$ cat src/rtl/srs_pkg.sv
package srs_pkg;

  typedef enum logic [2:0] {
    ST_CONV    = 3'd0,
    ST_SLEEP   = 3'd1,
    ST_TEST    = 3'd2,
    ST_OUT_INT = 3'd3,
    ST_OUT_EXT = 3'd4
  } srs_state_e;

  function automatic logic is_output(input srs_state_e st);
    return (st == ST_OUT_INT) || (st == ST_OUT_EXT);
  endfunction

endpackage

$ cat src/rtl/srs_mode_sel.sv
module srs_mode_sel (
  input  logic clk_i,
  input  logic rst_ni,
  input  logic cs_ni,
  input  logic sck_pin_i,
  output logic cs_fall_o,
  output logic ext_mode_o
);

  logic cs_q;
  logic ext_q;

  assign cs_fall_o = cs_q && !cs_ni;

  always_ff @(posedge clk_i or negedge rst_ni) begin
    if (!rst_ni) begin
      cs_q  <= 1'b1;
      ext_q <= 1'b0;
    end else begin
      cs_q <= cs_ni;
      if (cs_fall_o) ext_q <= !sck_pin_i;
    end
  end

  assign ext_mode_o = ext_q;

  AST_MODE_HOLD: assert property (@(posedge clk_i) disable iff (!rst_ni)
    !cs_fall_o |=> $stable(ext_mode_o));

endmodule

$ cat src/rtl/srs_sck_gen.sv
module srs_sck_gen #(
  parameter int unsigned HALF_CYC = 4
) (
  input  logic clk_i,
  input  logic rst_ni,
  input  logic run_i,
  output logic sck_o,
  output logic rise_o,
  output logic high_end_o
);

  localparam int unsigned CNT_W = (HALF_CYC > 1) ? $clog2(HALF_CYC) : 1;

  logic [CNT_W-1:0] cnt_q;
  logic             lvl_q;
  logic             tick;

  assign tick = run_i && (cnt_q == CNT_W'(HALF_CYC - 1));

  always_ff @(posedge clk_i or negedge rst_ni) begin
    if (!rst_ni) begin
      cnt_q <= '0;
      lvl_q <= 1'b0;
    end else if (!run_i) begin
      cnt_q <= '0;
      lvl_q <= 1'b0;
    end else if (tick) begin
      cnt_q <= '0;
      lvl_q <= !lvl_q;
    end else begin
      cnt_q <= cnt_q + 1'b1;
    end
  end

  // idles high: the line is only pulled low while a frame runs
  assign sck_o      = run_i ? lvl_q : 1'b1;
  assign rise_o     = tick && !lvl_q;
  assign high_end_o = tick && lvl_q;

endmodule

$ cat src/rtl/srs_shreg.sv
module srs_shreg #(
  parameter int unsigned RES_W = 29
) (
  input  logic           clk_i,
  input  logic           rst_ni,
  input  logic           load_i,
  input  logic [RES_W:0] word_i,
  input  logic           shift_i,
  output logic           msb_o
);

  localparam int unsigned WORD_W = RES_W + 3;

  // ready flag (0), zero dummy, then sign and result
  function automatic logic [WORD_W-1:0] pack_word(input logic [RES_W:0] w);
    return {1'b0, 1'b0, w};
  endfunction

  logic [WORD_W-1:0] sr_q;

  always_ff @(posedge clk_i or negedge rst_ni) begin
    if (!rst_ni)      sr_q <= '1;
    else if (load_i)  sr_q <= pack_word(word_i);
    else if (shift_i) sr_q <= {sr_q[WORD_W-2:0], 1'b1};
  end

  assign msb_o = sr_q[WORD_W-1];

  AST_NO_LOAD_SHIFT: assert property (@(posedge clk_i) disable iff (!rst_ni)
    !(load_i && shift_i));

endmodule

$ cat src/rtl/serial_result_seq.sv
module serial_result_seq
  import srs_pkg::*;
#(
  parameter int unsigned RES_W    = 29,
  parameter int unsigned HALF_CYC = 4,
  parameter int unsigned TEST_CYC = 8
) (
  input  logic           clk_i,
  input  logic           rst_ni,
  input  logic           cs_ni,
  input  logic           sck_pin_i,
  input  logic           conv_done_i,
  input  logic [RES_W:0] conv_word_i,
  output logic           sdo_o,
  output logic           sdo_oe_o,
  output logic           sck_o,
  output logic           sck_oe_o,
  output logic           ext_mode_o,
  output logic           conv_start_o
);

  localparam int unsigned WORD_W = RES_W + 3;
  localparam int unsigned EDGE_W = $clog2(WORD_W + 1);
  localparam int unsigned TEST_W = (TEST_CYC > 1) ? $clog2(TEST_CYC) : 1;

  srs_state_e        state_q, state_d;
  logic [EDGE_W-1:0] edge_q;
  logic [TEST_W-1:0] test_q;
  logic              pin_q;
  logic              start_q;

  // named internal events
  logic int_run, int_rise, int_high_end;
  logic ext_rise, ext_fall;
  logic cs_fall, shift_ev, load_ev;
  logic frame_done, abort_ev, msb;

  srs_mode_sel u_mode (
    .clk_i      (clk_i),
    .rst_ni     (rst_ni),
    .cs_ni      (cs_ni),
    .sck_pin_i  (sck_pin_i),
    .cs_fall_o  (cs_fall),
    .ext_mode_o (ext_mode_o)
  );

  assign int_run = (state_q == ST_OUT_INT);

  srs_sck_gen #(.HALF_CYC(HALF_CYC)) u_sck (
    .clk_i      (clk_i),
    .rst_ni     (rst_ni),
    .run_i      (int_run),
    .sck_o      (sck_o),
    .rise_o     (int_rise),
    .high_end_o (int_high_end)
  );

  assign ext_rise = (state_q == ST_OUT_EXT) && !pin_q && sck_pin_i;
  assign ext_fall = (state_q == ST_OUT_EXT) && pin_q && !sck_pin_i;

  assign frame_done = (int_high_end && (edge_q == EDGE_W'(WORD_W))) ||
                      (ext_rise && (edge_q == EDGE_W'(WORD_W - 1)));
  assign abort_ev   = is_output(state_q) && cs_ni;
  assign load_ev    = (state_q == ST_CONV) && conv_done_i;
  assign shift_ev   = !cs_ni &&
                      ((int_high_end && (edge_q != EDGE_W'(WORD_W))) ||
                       (ext_fall && (edge_q != '0)));

  srs_shreg #(.RES_W(RES_W)) u_sr (
    .clk_i   (clk_i),
    .rst_ni  (rst_ni),
    .load_i  (load_ev),
    .word_i  (conv_word_i),
    .shift_i (shift_ev),
    .msb_o   (msb)
  );

  always_comb begin
    state_d = state_q;
    unique case (state_q)
      ST_CONV:  if (load_ev) state_d = ST_SLEEP;
      ST_SLEEP: if (!cs_ni) state_d = ST_TEST;
      ST_TEST: begin
        if (cs_ni)                              state_d = ST_SLEEP;
        else if (test_q == TEST_W'(TEST_CYC-1)) state_d = ext_mode_o ? ST_OUT_EXT : ST_OUT_INT;
      end
      ST_OUT_INT, ST_OUT_EXT: if (abort_ev || frame_done) state_d = ST_CONV;
      default: state_d = ST_CONV;
    endcase
  end

  always_ff @(posedge clk_i or negedge rst_ni) begin
    if (!rst_ni) begin
      state_q <= ST_CONV;
      edge_q  <= '0;
      test_q  <= '0;
      pin_q   <= 1'b1;
      start_q <= 1'b0;
    end else begin
      state_q <= state_d;
      pin_q   <= sck_pin_i;
      start_q <= (state_q != ST_CONV) && (state_d == ST_CONV);
      test_q  <= (state_q == ST_TEST) ? test_q + 1'b1 : '0;
      if (!is_output(state_q))       edge_q <= '0;
      else if (int_rise || ext_rise) edge_q <= edge_q + 1'b1;
    end
  end

  assign conv_start_o = start_q;
  assign sck_oe_o     = int_run;
  assign sdo_oe_o     = !cs_ni;
  assign sdo_o        = ((state_q == ST_TEST) || is_output(state_q)) ? msb : 1'b1;

  AST_EDGE_BOUND: assert property (@(posedge clk_i) disable iff (!rst_ni)
    edge_q <= EDGE_W'(WORD_W));
  AST_SDO_HIGH_PHASE: assert property (@(posedge clk_i) disable iff (!rst_ni)
    (sck_oe_o && sck_o && $past(sck_oe_o && sck_o)) |-> $stable(sdo_o));
  AST_FRAME_RESTART: assert property (@(posedge clk_i) disable iff (!rst_ni)
    (frame_done && !cs_ni) |=> (conv_start_o && sdo_o && !sck_oe_o));
  AST_ABORT_RELEASE: assert property (@(posedge clk_i) disable iff (!rst_ni)
    (sck_oe_o && cs_ni) |=> (!sck_oe_o && conv_start_o));
  AST_TEST_ABORT: assert property (@(posedge clk_i) disable iff (!rst_ni)
    ((state_q == ST_TEST) && cs_ni) |=> (state_q == ST_SLEEP));
  AST_SINGLE_START: assert property (@(posedge clk_i) disable iff (!rst_ni)
    conv_start_o |=> !conv_start_o);
  AST_MODE_AT_FALL: assert property (@(posedge clk_i) disable iff (!rst_ni)
    cs_fall |=> (ext_mode_o == !$past(sck_pin_i)));

endmodule

$ cat config.mk
export PLATFORM = sky130hd
export DESIGN_NAME = serial_result_seq
export DESIGN_NICKNAME = d
export VERILOG_FILES = /design/src/rtl/srs_pkg.sv /design/src/rtl/srs_mode_sel.sv /design/src/rtl/srs_sck_gen.sv /design/src/rtl/srs_shreg.sv /design/src/rtl/serial_result_seq.sv
export SDC_FILE = /design/constraint.sdc
export NUM_CORES = 1
export LEC_CHECK = 0
export ABC_AREA = 1
export BUFFER_PORTS_ARGS = -buffer_cell sky130_fd_sc_hd__buf_2
export CAP_MARGIN = 0
export CORE_MARGIN = 2
export CORE_UTILIZATION = 51
export DETAILED_ROUTE_END_ITERATION = 6
export GPL_TIMING_DRIVEN = 0
export HOLD_SLACK_MARGIN = 0.08
export PLACE_DENSITY = 0.76
export RECOVER_POWER = 50
export SETUP_SLACK_MARGIN = 0.15
export SYNTH_ARGS = -nofsm -noshare
export SYNTH_HDL_FRONTEND = slang
export SYNTH_SLANG_ARGS = --single-unit
$ cat constraint.sdc
create_clock -name clk_i -period 4.95 [get_ports clk_i]
set_clock_uncertainty 0.1 [all_clocks]
set_input_delay 0.99 -clock clk_i [delete_from_list [all_inputs] [get_ports clk_i]]
set_output_delay 0.99 -clock clk_i [all_outputs]
set_load 0.02 [all_outputs]
**Yosys cells after proc, flatten, opt, wreduce, memory -nomap -nowiden**

Cells that the tools add are included.

- Bits in registers: 51
- Input port bits: 35
- Output and inout bits: 6
- Word-level logic and storage cells: 74

- Add/sub/neg operators: 3
- Equal/unequal tests: 11
- Mux-type cells: 18
- Reduce and logical (&&, ||, !) cells: 32

Operators with widths:

| kind | count |
|---|---|
| 32-bit two-way mux | 2 |
| 3-bit two-way mux | 7 |
| 1-bit logical AND | 16 |
| 6-bit two-way mux | 2 |
| 3-bit case mux with 4 select lines | 1 |
| 6-bit by 1-bit adder with 6-bit output, second input constant | 1 |
| 3-bit by 2-bit equality test with 1-bit output, second input constant | 2 |
| 3-bit equality test, second input constant | 2 |
| 6-bit by 5-bit equality test with 1-bit output, second input constant | 1 |
| 6-bit equality test, second input constant | 1 |
| 3-bit zero test | 2 |
| 1-bit logical OR | 6 |
| 6-bit != test, second input constant | 1 |
| 6-bit nonzero test | 1 |
| 1-bit zero test | 4 |
| 1-bit two-way mux | 4 |
| 2-bit two-way mux | 2 |
| 3-bit by 1-bit adder with 3-bit output, second input constant | 1 |
| 3-bit by 1-bit equality test with 1-bit output, second input constant | 1 |
| 3-bit nonzero test | 1 |
| 2-bit by 1-bit adder with 2-bit output, second input constant | 1 |
| 2-bit equality test, second input constant | 1 |
| 2-bit by 1-bit != test with 1-bit output, second input constant | 1 |
| 2-bit != test, second input constant | 1 |
| 2 further kinds | 2 |

**Depth between registers and ports, before layout**

- Depth after elaboration: 10
- Gate-level depth with buffers: 12
- Mapped depth without buffers: 11

**Cells and area by module**

A second synthesis with hierarchy kept.

- Cells, all modules: 306
- Area, all modules: 2,683.8 sq um

Modules (own cells, without submodules):

| module | instances | cells each | area each (sq um) | sequential area each (sq um) |
|---|---|---|---|---|
| srs_shreg | 1 | 171 | 1,592.8 | 840.8 |
| serial_result_seq | 1 | 109 | 870.8 | 351.6 |
| srs_sck_gen | 1 | 17 | 138.9 | 75.1 |
| srs_mode_sel | 1 | 9 | 81.3 | 51.3 |

**Least setup slack after synthesis**

No wires, ideal clock.

- Path type: input to output
- Start point: input cs_ni
- End point: output sdo_oe_o
- Arrival: 1.195 ns
- Required time: 3.860 ns
- Slack: 2.665 ns
- Cell stages on the path: 1
- Path buffers: 0
- Cells stage by stage: inv_1

- Longest elaborated chain between the ends: 1

RTL lines:

| element | RTL line | text |
|---|---|---|
| from (decl) | serial_result_seq.sv:10 | `input logic cs_ni,` |
| 1-bit zero test | serial_result_seq.sv:111 | `assign sdo_oe_o = !cs_ni;` |
| to (decl) | serial_result_seq.sv:15 | `output logic sdo_oe_o,` |

Every way passes these cells.

==> results.md <==
Synthesis:
- dfstp_2 takes more of the synthesized area than any other cell.
- In this run the biggest area consumer among cell types represents between 30% and 40% of the synthesized area.
- The post-synthesis instance area is between 2000 and 3000 um2.
- By count the netlist is led by 178 x nand2_1, 41 x nand3_1, 34 x dfstp_2.
- Of the synthesized area, sequential elements account for 48.5%.
- By area the synthesized netlist is led by dfstp_2 33%, nand2_1 25%, dfrtp_1 16%, nand3_1 7.5%, inv_1 3.0%.
- The most used standard cell by instance count after synthesis is nand2_1.
- The synthesized netlist cell count is 364.
- During synthesis, Yosys emitted a total of 0 warnings.
- When the netlist entered floorplanning its net count stood at 404.
- The primary flip-flop cell chosen by synthesis mapping is dfstp_2.
- The number of distinct library cells after synthesis is 24.
- The number of flops mapped to enable cells by yosys is 0.
- The average instance area after synthesis is 7.48 um2.
- The register bit total from synthesis is between 50 and 60.
- Counting flops with an async set or reset pin after synthesis yields a share of 100%.

Final layout:
- The utilization after layout is about 60%.
- The number of antenna diodes in the final layout is 0.
- For this run, the post-layout net count is around 450.
- The post-synthesis to final-layout area growth is 13.6%.
- The final design instance area without fill is slightly above 3000 um2.
- The share of layout cells above drive strength 1 is around 25%.

Timing:
- Counting I/O delays and the setup requirement, the final critical path takes between 3 and 4 ns.
- The worst path uses 62.2% of the clock period.
- The number of slew-limit violations in the final report is 52.
- At the pin with the least slew margin, the transition time is around 2.6 ns.
- The worst pin sits at a relative slew slack of -74.6%.
- The final hold violation count came to 0.
- Setup repair after global routing left no endpoint under its margin.
- Setup violations remaining at the end of the flow were counted as 0.
- The maximum clock rate is between 0.3 and 0.4 GHz.
- For the final routed database, the setup TNS stands at 0 ns.

Global route:
- The residual overflow from global routing is 0.
- The pin count of the biggest net entering global routing is 52.
- The via count of the first global-routing pass is 2171.
- Global routing used roughly a fifth of the available tracks across all layers.
- The first global-routing pass estimated 9320 um of wire.
- The initial antenna violation count is 0.

Place:
- At the end of routability-driven placement, the weighted congestion stood at around 0.84.
- The post-detailed-placement cell area is approximately 3000 um2.
- During placement, the flow inserted port buffers numbering 40.
- The estimated wirelength of the detail-placed design is between 3000 and 4000 um.

CTS:
- The root buffer cell is clkbuf_8.
- Buffers inserted during clock tree synthesis total 5.
- The clock-pin slew on the worst setup and hold paths is ~0.080 ns.
- The number of buffers on the longest clock path is 2.
- TritonCTS built the clock tree.
- Once the clock tree was built, the resizer swapped 0 gates to a different size.
- The later pin in the worst-skew pair is clocked with a latency of ~0.30 ns.
- Buffers added to address setup during post-CTS repair amount to 0.
- For this design, the sink count on the clock tree is 51.
- The number of H-tree levels is 2.
- Hold repair after CTS inserted 0 buffers.

Power and ir drop:
- Power comes to ~1.4 mW.
- The largest vdd supply drop is roughly 280 uV.
- The power density relative to cell area is between 400 and 500 nW/um2.
- The leakage power summed over all cells is 1.62 nW.

Worst setup path:
- STA classifies the critical path endpoint as an async pin.
- The library cell contributing the largest single delay on the critical path is clkbuf_1.
- The longest individual stage delay on the worst path is roughly 1.8 ns.
- Walking the worst path, the cells encountered are clkbuf_1.
- The worst path arrival time is between 2 and 3 ns.
- Data on the critical path is required at its endpoint by about 4.7 ns.
- The top fanout value on the critical path is 51.
- The category of the worst setup path launch point is an input pin.
- Grouping stages by cell kind, the critical path spends the most delay in buffers and inverters.
- By startpoint and endpoint, the worst setup path is classified as input pin to async pin.
- The number of buffers and inverters on the critical path is 1.

Route:
- The initial DRC count is between 150 and 200.
- The DRC violation count after routing is 0.
- The pre-antenna-repair detailed-routing pass consisted of 5 iterations.
- The residual antenna-violating net count after detailed routing is 0.
- The average vias per placed instance is 4.91.
- The routed design has approximately 5400 um of wire.
- The average wire length per cell after detail routing is 11.2 um.
- The number of vias after detailed routing is 2365.

Status:
- The final reports fail on max-capacitance violations, max-slew violations.
- The flow ran to the end, but the final reports show violations.

Floorplan:
- From bottom edge to top edge, the die measures a little under 80 um.
- The initial utilization of the core area, before any placement, comes to between 50% and 60%.
- The die covers 5940 um2.
- The total number of placement rows is 26.
- The region available for standard cell placement spans roughly 5100 um2.
- The total I/O pin count is 41.
- The floorplan step set the die width to 77.0 um.

Flow run:
- The total of max-cap violations is 1.

Min path:
- The worst min-delay path category is register to register.
metrics by stage:
step | cells | hold slack, ns | setup WS [ns]
2_1_floorplan | 364 | 0.307 | 2.67
3_3_place_gp | 474 | 0.323 | 2.38
3_5_place_dp | 474 | 0.329 | 2.38
4_1_cts | 482 | 0.341 | 2.33
5_1_grt | 482 | 0.359 | 1.26
6_report | 482 | 0.338 | 1.87
cells in the final DEF (no fill, tap or decap), drive strengths merged:
cell type,count
or2,1
nor2,23
clkbuf,11
nand2,182
a21oi,4
nand3,41
a31oi,1
dfrtp,17
xor2,2
ha,5
o21ai,10
inv,22
nor3,3
nand4,1
and3,1
o21bai,1
dfstp,34
buf,53
worst paths after layout:
path,from,slack (ns),to,cells after the start
worst max register to register,edge_q[0]$_DFFE_PN0P_,3.04,u_sr.sr_q[11]$_DFFE_PN1P_,11
worst min-delay path,u_sck.cnt_q[0]$_DFF_PN0_,0.34,u_sck.cnt_q[0]$_DFF_PN0_,1
worst min register to register,u_sck.cnt_q[0]$_DFF_PN0_,0.34,u_sck.cnt_q[0]$_DFF_PN0_,1
min in group asynchronous,rst_ni,1.40,u_mode.ext_mode_o$_DFFE_PN0P_,1
max in group clk_i,cs_ni,2.38,sdo_oe_o,3
worst max-delay path,rst_ni,1.87,state_q[1]$_DFF_PN0_,1
state kept, by name, summed over array words and instances (netlist names), 2 cells and up:
| register | cells |
|---|---|
| u_sr.sr_q | 32 |
| edge_q | 6 |
| state_q | 3 |
| test_q | 3 |
| u_sck.cnt_q | 2 |
cell families (layout without fill, tap and decap cells):
group | after synthesis | count (layout) | share of synthesized area (%)
adders and majority gates | 5 | 5 | 2.30
AOI/OAI and AO/OA | 16 | 16 | 3.36
buffers and inverters | 38 | 86 | 7.17
xor gates and xnor gates | 2 | 2 | 0.644
and+or+nand+nor | 252 | 252 | 38.1
DFF | 51 | 51 | 48.5
per-layer routing:
layer / wire length [um] / part of all wire (%) / global-route usage, % / up-vias
met5: 0 / 0 / 0 / -
met4: 64 / 1.2 / 6.61 / 0
met3: 256 / 4.7 / 4.00 / 7
met2: 2460 / 46 / 30.7 / 49
met1: 2610 / 48 / 26.8 / 1088
li1: - / - / - / 1221
report_power, final:
group / total [mW] / internal (mW) / switching [mW]
logic: 0.531 / 0.203 / 0.328
clock network: 0.261 / 0.128 / 0.133
registers: 0.656 / 0.594 / 0.0617
total: 1.45 / 0.925 / 0.523
final cells by class:
cell class | instances | area (um2)
Timing Repair Buffer | 40 | 196
Multi-Input combinational cell | 275 | 1190
Clock buffer | 8 | 100
Tap cell | 70 | 87.6
Fill cell | 526 | 2050
Buffer | 16 | 113
Inverter | 22 | 82.6
Sequential cell | 51 | 1320
(Power assumes the default switching activity.)
